## config.mk

```make
export PLATFORM = sky130hd
export DESIGN_NAME = fast_pwm_timer
export DESIGN_NICKNAME = d
export VERILOG_FILES = /design/src/rtl/fast_pwm_timer.sv
export SDC_FILE = /design/constraint.sdc
export NUM_CORES = 1
export LEC_CHECK = 0
export ABC_AREA = 1
export BUFFER_PORTS_ARGS = -buffer_cell sky130_fd_sc_hd__clkbuf_2
export CAP_MARGIN = 20
export CORE_UTILIZATION = 55
export CTS_BUF_LIST = sky130_fd_sc_hd__clkbuf_8
export DETAILED_ROUTE_END_ITERATION = 10
export PLACE_DENSITY = 0.84
export SLEW_MARGIN = 15
export SYNTH_ARGS = -nofsm -noshare
export SYNTH_HDL_FRONTEND = slang
export SYNTH_SLANG_ARGS = --single-unit
```

## constraint.sdc

```tcl
create_clock -name clk -period 2.8 [get_ports clk]
set_input_delay 0.56 -clock clk [delete_from_list [all_inputs] [get_ports clk]]
set_output_delay 0.56 -clock clk [all_outputs]
set_load 0.005 [all_outputs]
```

## src/rtl/fast_pwm_timer.sv

```systemverilog
module fast_pwm_timer #(
  parameter int CW = 8
) (
  input  logic          clk,
  input  logic          rst_n,
  input  logic          wr_en,
  input  logic [1:0]    wr_addr,
  input  logic [CW-1:0] wr_data,
  output logic          pwm_a,
  output logic          pwm_b,
  output logic [CW-1:0] cnt_o
);

  localparam int PW = 10;
  localparam logic [CW-1:0] MAXV = '1;

  logic [7:0]    ctrl_q, ctrl_n;
  logic [CW-1:0] sha_q, shb_q, sha_n, shb_n;
  logic [CW-1:0] acta_q, actb_q, acta_n, actb_n;
  logic [CW-1:0] cnt_q, cnt_n, top;
  logic [PW-1:0] pre_q, mask;
  logic          run, tick, wrap, load;
  logic          pa_n, pb_n;

  assign ctrl_n = (wr_en && wr_addr == 2'd0) ? wr_data[7:0] : ctrl_q;
  assign sha_n  = (wr_en && wr_addr == 2'd1) ? wr_data : sha_q;
  assign shb_n  = (wr_en && wr_addr == 2'd2) ? wr_data : shb_q;

  always_comb begin
    run  = 1'b1;
    mask = '0;
    case (ctrl_q[7:5])
      3'd1: mask = PW'(0);
      3'd2: mask = PW'(7);
      3'd3: mask = PW'(63);
      3'd4: mask = PW'(255);
      3'd5: mask = PW'(1023);
      default: run = 1'b0;
    endcase
  end

  assign tick = run && ((pre_q & mask) == mask);
  assign top  = ctrl_q[4] ? acta_q : MAXV;
  assign wrap = tick && (cnt_q == top || cnt_q == MAXV);
  assign load = wrap || !run;

  assign cnt_n  = !tick ? cnt_q : (wrap ? '0 : cnt_q + CW'(1));
  assign acta_n = load ? sha_n : acta_q;
  assign actb_n = load ? shb_n : actb_q;

  assign pa_n = (!ctrl_n[4] && ctrl_n[1]) ? ((cnt_n <= acta_n) ^ ctrl_n[0]) : 1'b0;
  assign pb_n = ctrl_n[3] ? ((cnt_n <= actb_n) ^ ctrl_n[2]) : 1'b0;

  always_ff @(posedge clk or negedge rst_n) begin
    if (!rst_n) begin
      ctrl_q <= '0;
      sha_q  <= '0;
      shb_q  <= '0;
      acta_q <= '0;
      actb_q <= '0;
      cnt_q  <= '0;
      pre_q  <= '0;
      pwm_a  <= 1'b0;
      pwm_b  <= 1'b0;
    end else begin
      ctrl_q <= ctrl_n;
      sha_q  <= sha_n;
      shb_q  <= shb_n;
      acta_q <= acta_n;
      actb_q <= actb_n;
      cnt_q  <= cnt_n;
      pre_q  <= run ? pre_q + PW'(1) : '0;
      pwm_a  <= pa_n;
      pwm_b  <= pb_n;
    end
  end

  assign cnt_o = cnt_q;

  p_wrap_r1: assert property (@(posedge clk) disable iff (!rst_n)
    (tick && cnt_q == top) |=> (cnt_q == '0));

  p_step_r1: assert property (@(posedge clk) disable iff (!rst_n)
    (tick && cnt_q != top && cnt_q != MAXV) |=> (cnt_q == $past(cnt_q) + CW'(1)));

  p_hold_r4: assert property (@(posedge clk) disable iff (!rst_n)
    !tick |=> $stable(cnt_q));

  p_a_quiet_r3: assert property (@(posedge clk) disable iff (!rst_n)
    ctrl_q[4] |-> !pwm_a);

  p_b_off_r7: assert property (@(posedge clk) disable iff (!rst_n)
    !ctrl_q[3] |-> !pwm_b);

  p_a_off_r7: assert property (@(posedge clk) disable iff (!rst_n)
    !ctrl_q[1] |-> !pwm_a);

  p_buf_b_r8: assert property (@(posedge clk) disable iff (!rst_n)
    !$stable(actb_q) |-> (cnt_q == '0 || !$past(run)));

  p_buf_a_r8: assert property (@(posedge clk) disable iff (!rst_n)
    !$stable(acta_q) |-> (cnt_q == '0 || !$past(run)));

endmodule

```

# After elaboration in Yosys (flattened, before gate mapping)
# Index checks and enable logic that the tools add are counted.
# totals
regBits	60
input_bits	13
out_inout_bits	10
elab_cells	52
# classes
add_sub_neg	2
n_lt_le_gt_ge	2
n_eq_ne	10
n_mux	13
bitwise	3
n_reduce_logical	12
# ops
op	n
2-to-1 mux 8 bit	7
case mux 10 bit (4 select lines)	1
<= comparator 8 bit	2
adder 10 x 1 -> 10 bit, second input constant	1
bitwise AND 10 bit	1
equality test 10 bit	1
2-to-1 mux 10 bit	1
adder 8 x 1 -> 8 bit, second input constant	1
equality test 8 bit	1
equality test 8 bit, second input constant	1
equality test 3 x 2 -> 1 bit, second input constant	2
equality test 3 bit, second input constant	2
logical AND 1 bit	6
2-to-1 mux 5 bit	1
OR reduction 5 bit	1
equality test 3 x 1 -> 1 bit, second input constant	1
2-to-1 mux 1 bit	3
equality test 2 x 1 -> 1 bit, second input constant	1
equality test 2 bit, second input constant	1
logical NOT 1 bit	2
logical NOT 2 bit	1
logical OR 1 bit	2
XOR 1 bit	2

# Longest topological paths before layout
# logic_depth
ltp_word	11
mapped_depth	24
depth_no_buf	23

# Worst setup path after synthesis
# Ideal clock, no wire load.
# synth_path
path_kind	register -> register
start	reg ctrl_q[6]
end	reg pwm_b
arrival_time_ns	2.205
path_slack_ns	0.476
path_stages_with_launch	17
synth_period_minus_slack_ns	2.324
path_cell_list	dfrtp_1 -> inv_1 -> nand2_1 -> o21ai_0 -> nand2_1 -> nor2_2 -> buf_4 -> nand4_1 -> nand2_1 -> nand2_1 -> nor2_1 -> ha_1 -> a21oi_1 -> o21ai_0 -> a21o_1 -> a21oi_1 -> nor2_1
# synth_between
elab_chain_len	11
word_cells_on_any_way	20
classes_between	1 x order compare; 6 x eq/ne; 6 x mux; 2 x bitwise; 5 x reduce/logical
# synth_rtl
element	line_no	text
start: declaration	17	logic [7:0] ctrl_q, ctrl_n;
start signal: assignment	66	ctrl_q <= ctrl_n;
equality test 3 bit / equality test 3 x 2 -> 1 bit (equally long branches)	32	case (ctrl_q[7:5])
case mux 10 bit (4 select lines)	32	
bitwise AND 10 bit	42	assign tick = run && ((pre_q & mask) == mask);
equality test 10 bit	42	
logical AND 1 bit *	42	
logical AND 1 bit	44	assign wrap = tick && (cnt_q == top || cnt_q == MAXV);
2-to-1 mux 8 bit	47	assign cnt_n = !tick ? cnt_q : (wrap ? '0 : cnt_q + CW'(1));
2-to-1 mux 8 bit *	47	
via cnt_n[7]	20	logic [CW-1:0] cnt_q, cnt_n, top;
<= comparator 8 bit *	52	assign pb_n = ctrl_n[3] ? ((cnt_n <= actb_n) ^ ctrl_n[2]) : 1'b0;
XOR 1 bit *	52	
2-to-1 mux 1 bit *	52	
via pb_n	23	logic pa_n, pb_n;
end signal: assignment	74	pwm_b <= pb_n;
end: declaration	10	output logic pwm_b,
# The timed path passes the listed nets; every way through them passes the cells marked *.
# A chain may end at the register's enable or synchronous reset.

# Worst setup path in the final report
# Ends and elaborated chain as after synthesis.

==> results.cfg <==
[run_status]
status = finished clean

[logic_synthesis]
synth_compound_area_frac = 0.0763
synth_fa_ha_area_frac = 0.0648
synth_mux_area_frac = 0.00972
syn_inst = 475
synth-seq-area-share = 0.432
synth_cell_types = 23
yosys.area_share.xor_xnor = 0.00504
ys_ff_latch = 60
syn_nets = 506
synth_top_family_by_area = simple AND/OR/NAND/NOR gates
syn_avg_cell_area_um2 = 7.32
synthSimpleGateAreaFrac = 0.290
syn_area_um2 = 3480
yosys_warnings = 0

[clock_tree]
clk_latency_ns = 0.35
cts_made_buffers = 9
cts_hold_buf = 0
clockBufferDepth = 2
cts_tree = built
cts.sinks = 60
clk_pin_slew_worst_paths_ns = 0.07
htreeDepth = 3
cts_root_buffer = clkbuf_8

[floorplan]
dieHeight_um = 81.5
initial_utilization = 0.580
coreArea_um2 = 5990
chipWidth_um = 81.5
pin_count = 23
rows = 28
dieArea_um2 = 6640

[grt]
grt_max_degree = 36
grt_overflow_total = 0
grt_pass1_wl_um = 12700
antenna_found_initial = 0
first_global_vias = 2723
grt_usage = 0.261

[power_and_ir_drop]
p_sw_frac = 0.382
p_switching_w = 0.00113
seqPwrFrac = 0.397
leakage_nw = 2.26
power.density_nw_per_um2 = 755
max-vdd-ir-drop_uv = 432
p_int_w = 0.00182
clkPwrFrac = 0.250
comb_power_share = 0.352

[critical_path]
crit_path_start_kind = flop
r2r-start = ctrl_q[6]
crit_path_end_kind = flop
required_ns = 3.05
worstSetupPathType = reg -> reg
crit_path_start = ctrl_q[6]
arrival_ns = 2.87
crit_fanout = 6

[routing]
wirelength_um = 7900
drc = 0
wl_per_cell_um = 13.5
ant_nets = 0
num_vias = 3070
drt_iter0_markers = 220
vias_per_cell = 5.25
drt-pass1-iter-count = 6

[placed_design]
port_buffers = 22
hpwl_um = 5690
placed_cell_area_um2 = 3650
gp_congestion = 0.937

[layout]
final_util = 0.651
final_area_um2 = 3900
fin_nets = 536
antennaDiodeCount = 0
drive_gt1_frac = 0.127
syn_to_final_growth_pct = 12.2

[flow_run]
cap_violations = 0

[timing]
clock_skew_ns = 0.00895
drv_slew = 0
setup_viol = 0
timing.final.crit_share = 0.938
final-hold-violation-count = 0
max_slew_margin = 0.545
clock.fmax_mhz = 381
period_minus_slack_ns = 2.63
tightest_slew_ns = 0.683

[hold_path]
hp-class = in -> async
per-layer routing:
metal	share of wire	up-vias	routed length (um)	track usage
li1	-	1541	-	-
met1	0.46	1427	3650	0.354
met2	0.46	89	3670	0.407
met3	0.059	13	466	0.0644
met4	0.015	0	118	0.0946
met5	0	-	0	0
registers in the layout (all words and copies together), names as in the netlist:
| name | flops |
|---|---|
| ctrl_q | 8 |
| acta_q | 8 |
| cnt_o | 8 |
| sha_q | 8 |
| pwm_b | 1 |
| actb_q | 8 |
| shb_q | 8 |
| pre_q | 10 |
| pwm_a | 1 |
cells in the mapped netlist, drive strengths merged:
library cell,instances,share of area
nand2,151,0.17
inv,85,0.092
dfrtp,60,0.43
nand3,52,0.075
o21ai,31,0.045
nor2,29,0.032
ha,18,0.065
a21oi,16,0.023
buf,9,0.023
clkbuf,6,0.0065
nand4,5,0.0090
mux2,3,0.0097
nor3,3,0.0043
a211oi,2,0.0043
xor2,2,0.0050
a21o,1,0.0022
nand3b,1,0.0022
o21bai,1,0.0022
stage by stage:
| step | power [W] | hold slack, ns | std cells | worst slack, ns | TNS (ns) |
|---|---|---|---|---|---|
| floorplan | 0.00190 | 0.264 | 475 | 0.476 | 0 |
| global placement | 0.00212 | 0.451 | 565 | 0.116 | 0 |
| detailed placement | 0.00217 | 0.454 | 565 | -0.00148 | -0.00148 |
| CTS | 0.00290 | 0.264 | 581 | 0.0551 | 0 |
| global route | 0.00317 | 0.289 | 585 | -0.00874 | -0.00874 |
| finish | 0.00295 | 0.241 | 585 | 0.172 | 0 |
final timing paths:
kind / end / slack [ns] / depth (start not counted)
min reg2reg: pre_q[0] / 0.46 / 1
max in group asynchronous: cnt_o[0] / 1.92 / 2
min: shb_q[7] / 0.24 / 1
max: pwm_b / 0.17 / 16
max reg2reg: pwm_b / 0.17 / 16
min in group clk: pre_q[0] / 0.46 / 1
placed cells by master (no fill, tap or decap), types with 5 or more instances in the layout:
cell,n
nor2_1,25
inv_1,84
ha_1,18
a21oi_1,15
clkbuf_8,12
nand3_1,52
nand2_1,148
o21ai_0,28
nand4_1,5
clkbuf_2,22
buf_4,10
dfrtp_1,58
layout make-up:
type | count | area, um2
clock buffer | 12 | 165
tap | 75 | 93.8
sequential | 60 | 1500
clock inverter | 4 | 22.5
inverter | 85 | 319
fill | 517 | 2090
timing repair buffer | 34 | 216
multi-input combinational | 315 | 1580
critical path, stage by stage (launching register included):
cell	delay, ns
dfrtp_1	0.41
inv_1	0.11
nand2_1	0.12
o21ai_1	0.14
nand2_1	0.11
nor2_4	0.22
buf_4	0.16
nand2_1	0.07
xor2_1	0.17
nand2_1	0.08
inv_2	0.10
ha_1	0.25
a21oi_1	0.14
o21ai_0	0.09
a21o_1	0.18
a21oi_1	0.12
nor2_1	0.06
power by group through the flow:
stage	logic, W	registers, W	clock network (W)
2_1_floorplan	0.000748	0.00115	0
3_3_place_gp	0.000943	0.00118	0
3_5_place_dp	0.000978	0.00119	0
4_1_cts	0.000991	0.00117	0.000738
5_1_grt	0.00120	0.00119	0.000779
6_report	0.00104	0.00117	0.000737
kinds of logic (layout without fill, tap and decap cells):
family                     Yosys count  after routing
muxes                                3              3
and+or+nand+nor                    241            241
DFF                                 60             60
adders and majority gates           18             18
AOI/OAI and AO/OA                   51             51
xor gates and xnor gates             2              2
buffers and inverters              100            135
what timing repair did:
item | in CTS | in global routing
resized for setup | 1 | 13
buffers inserted | 0 | 4
cloned | 0 | 0
endpoints found under the setup margin | 2 | 2
pin swaps | 0 | 1
No activity file was read; power rests on OpenSTA's default activity.
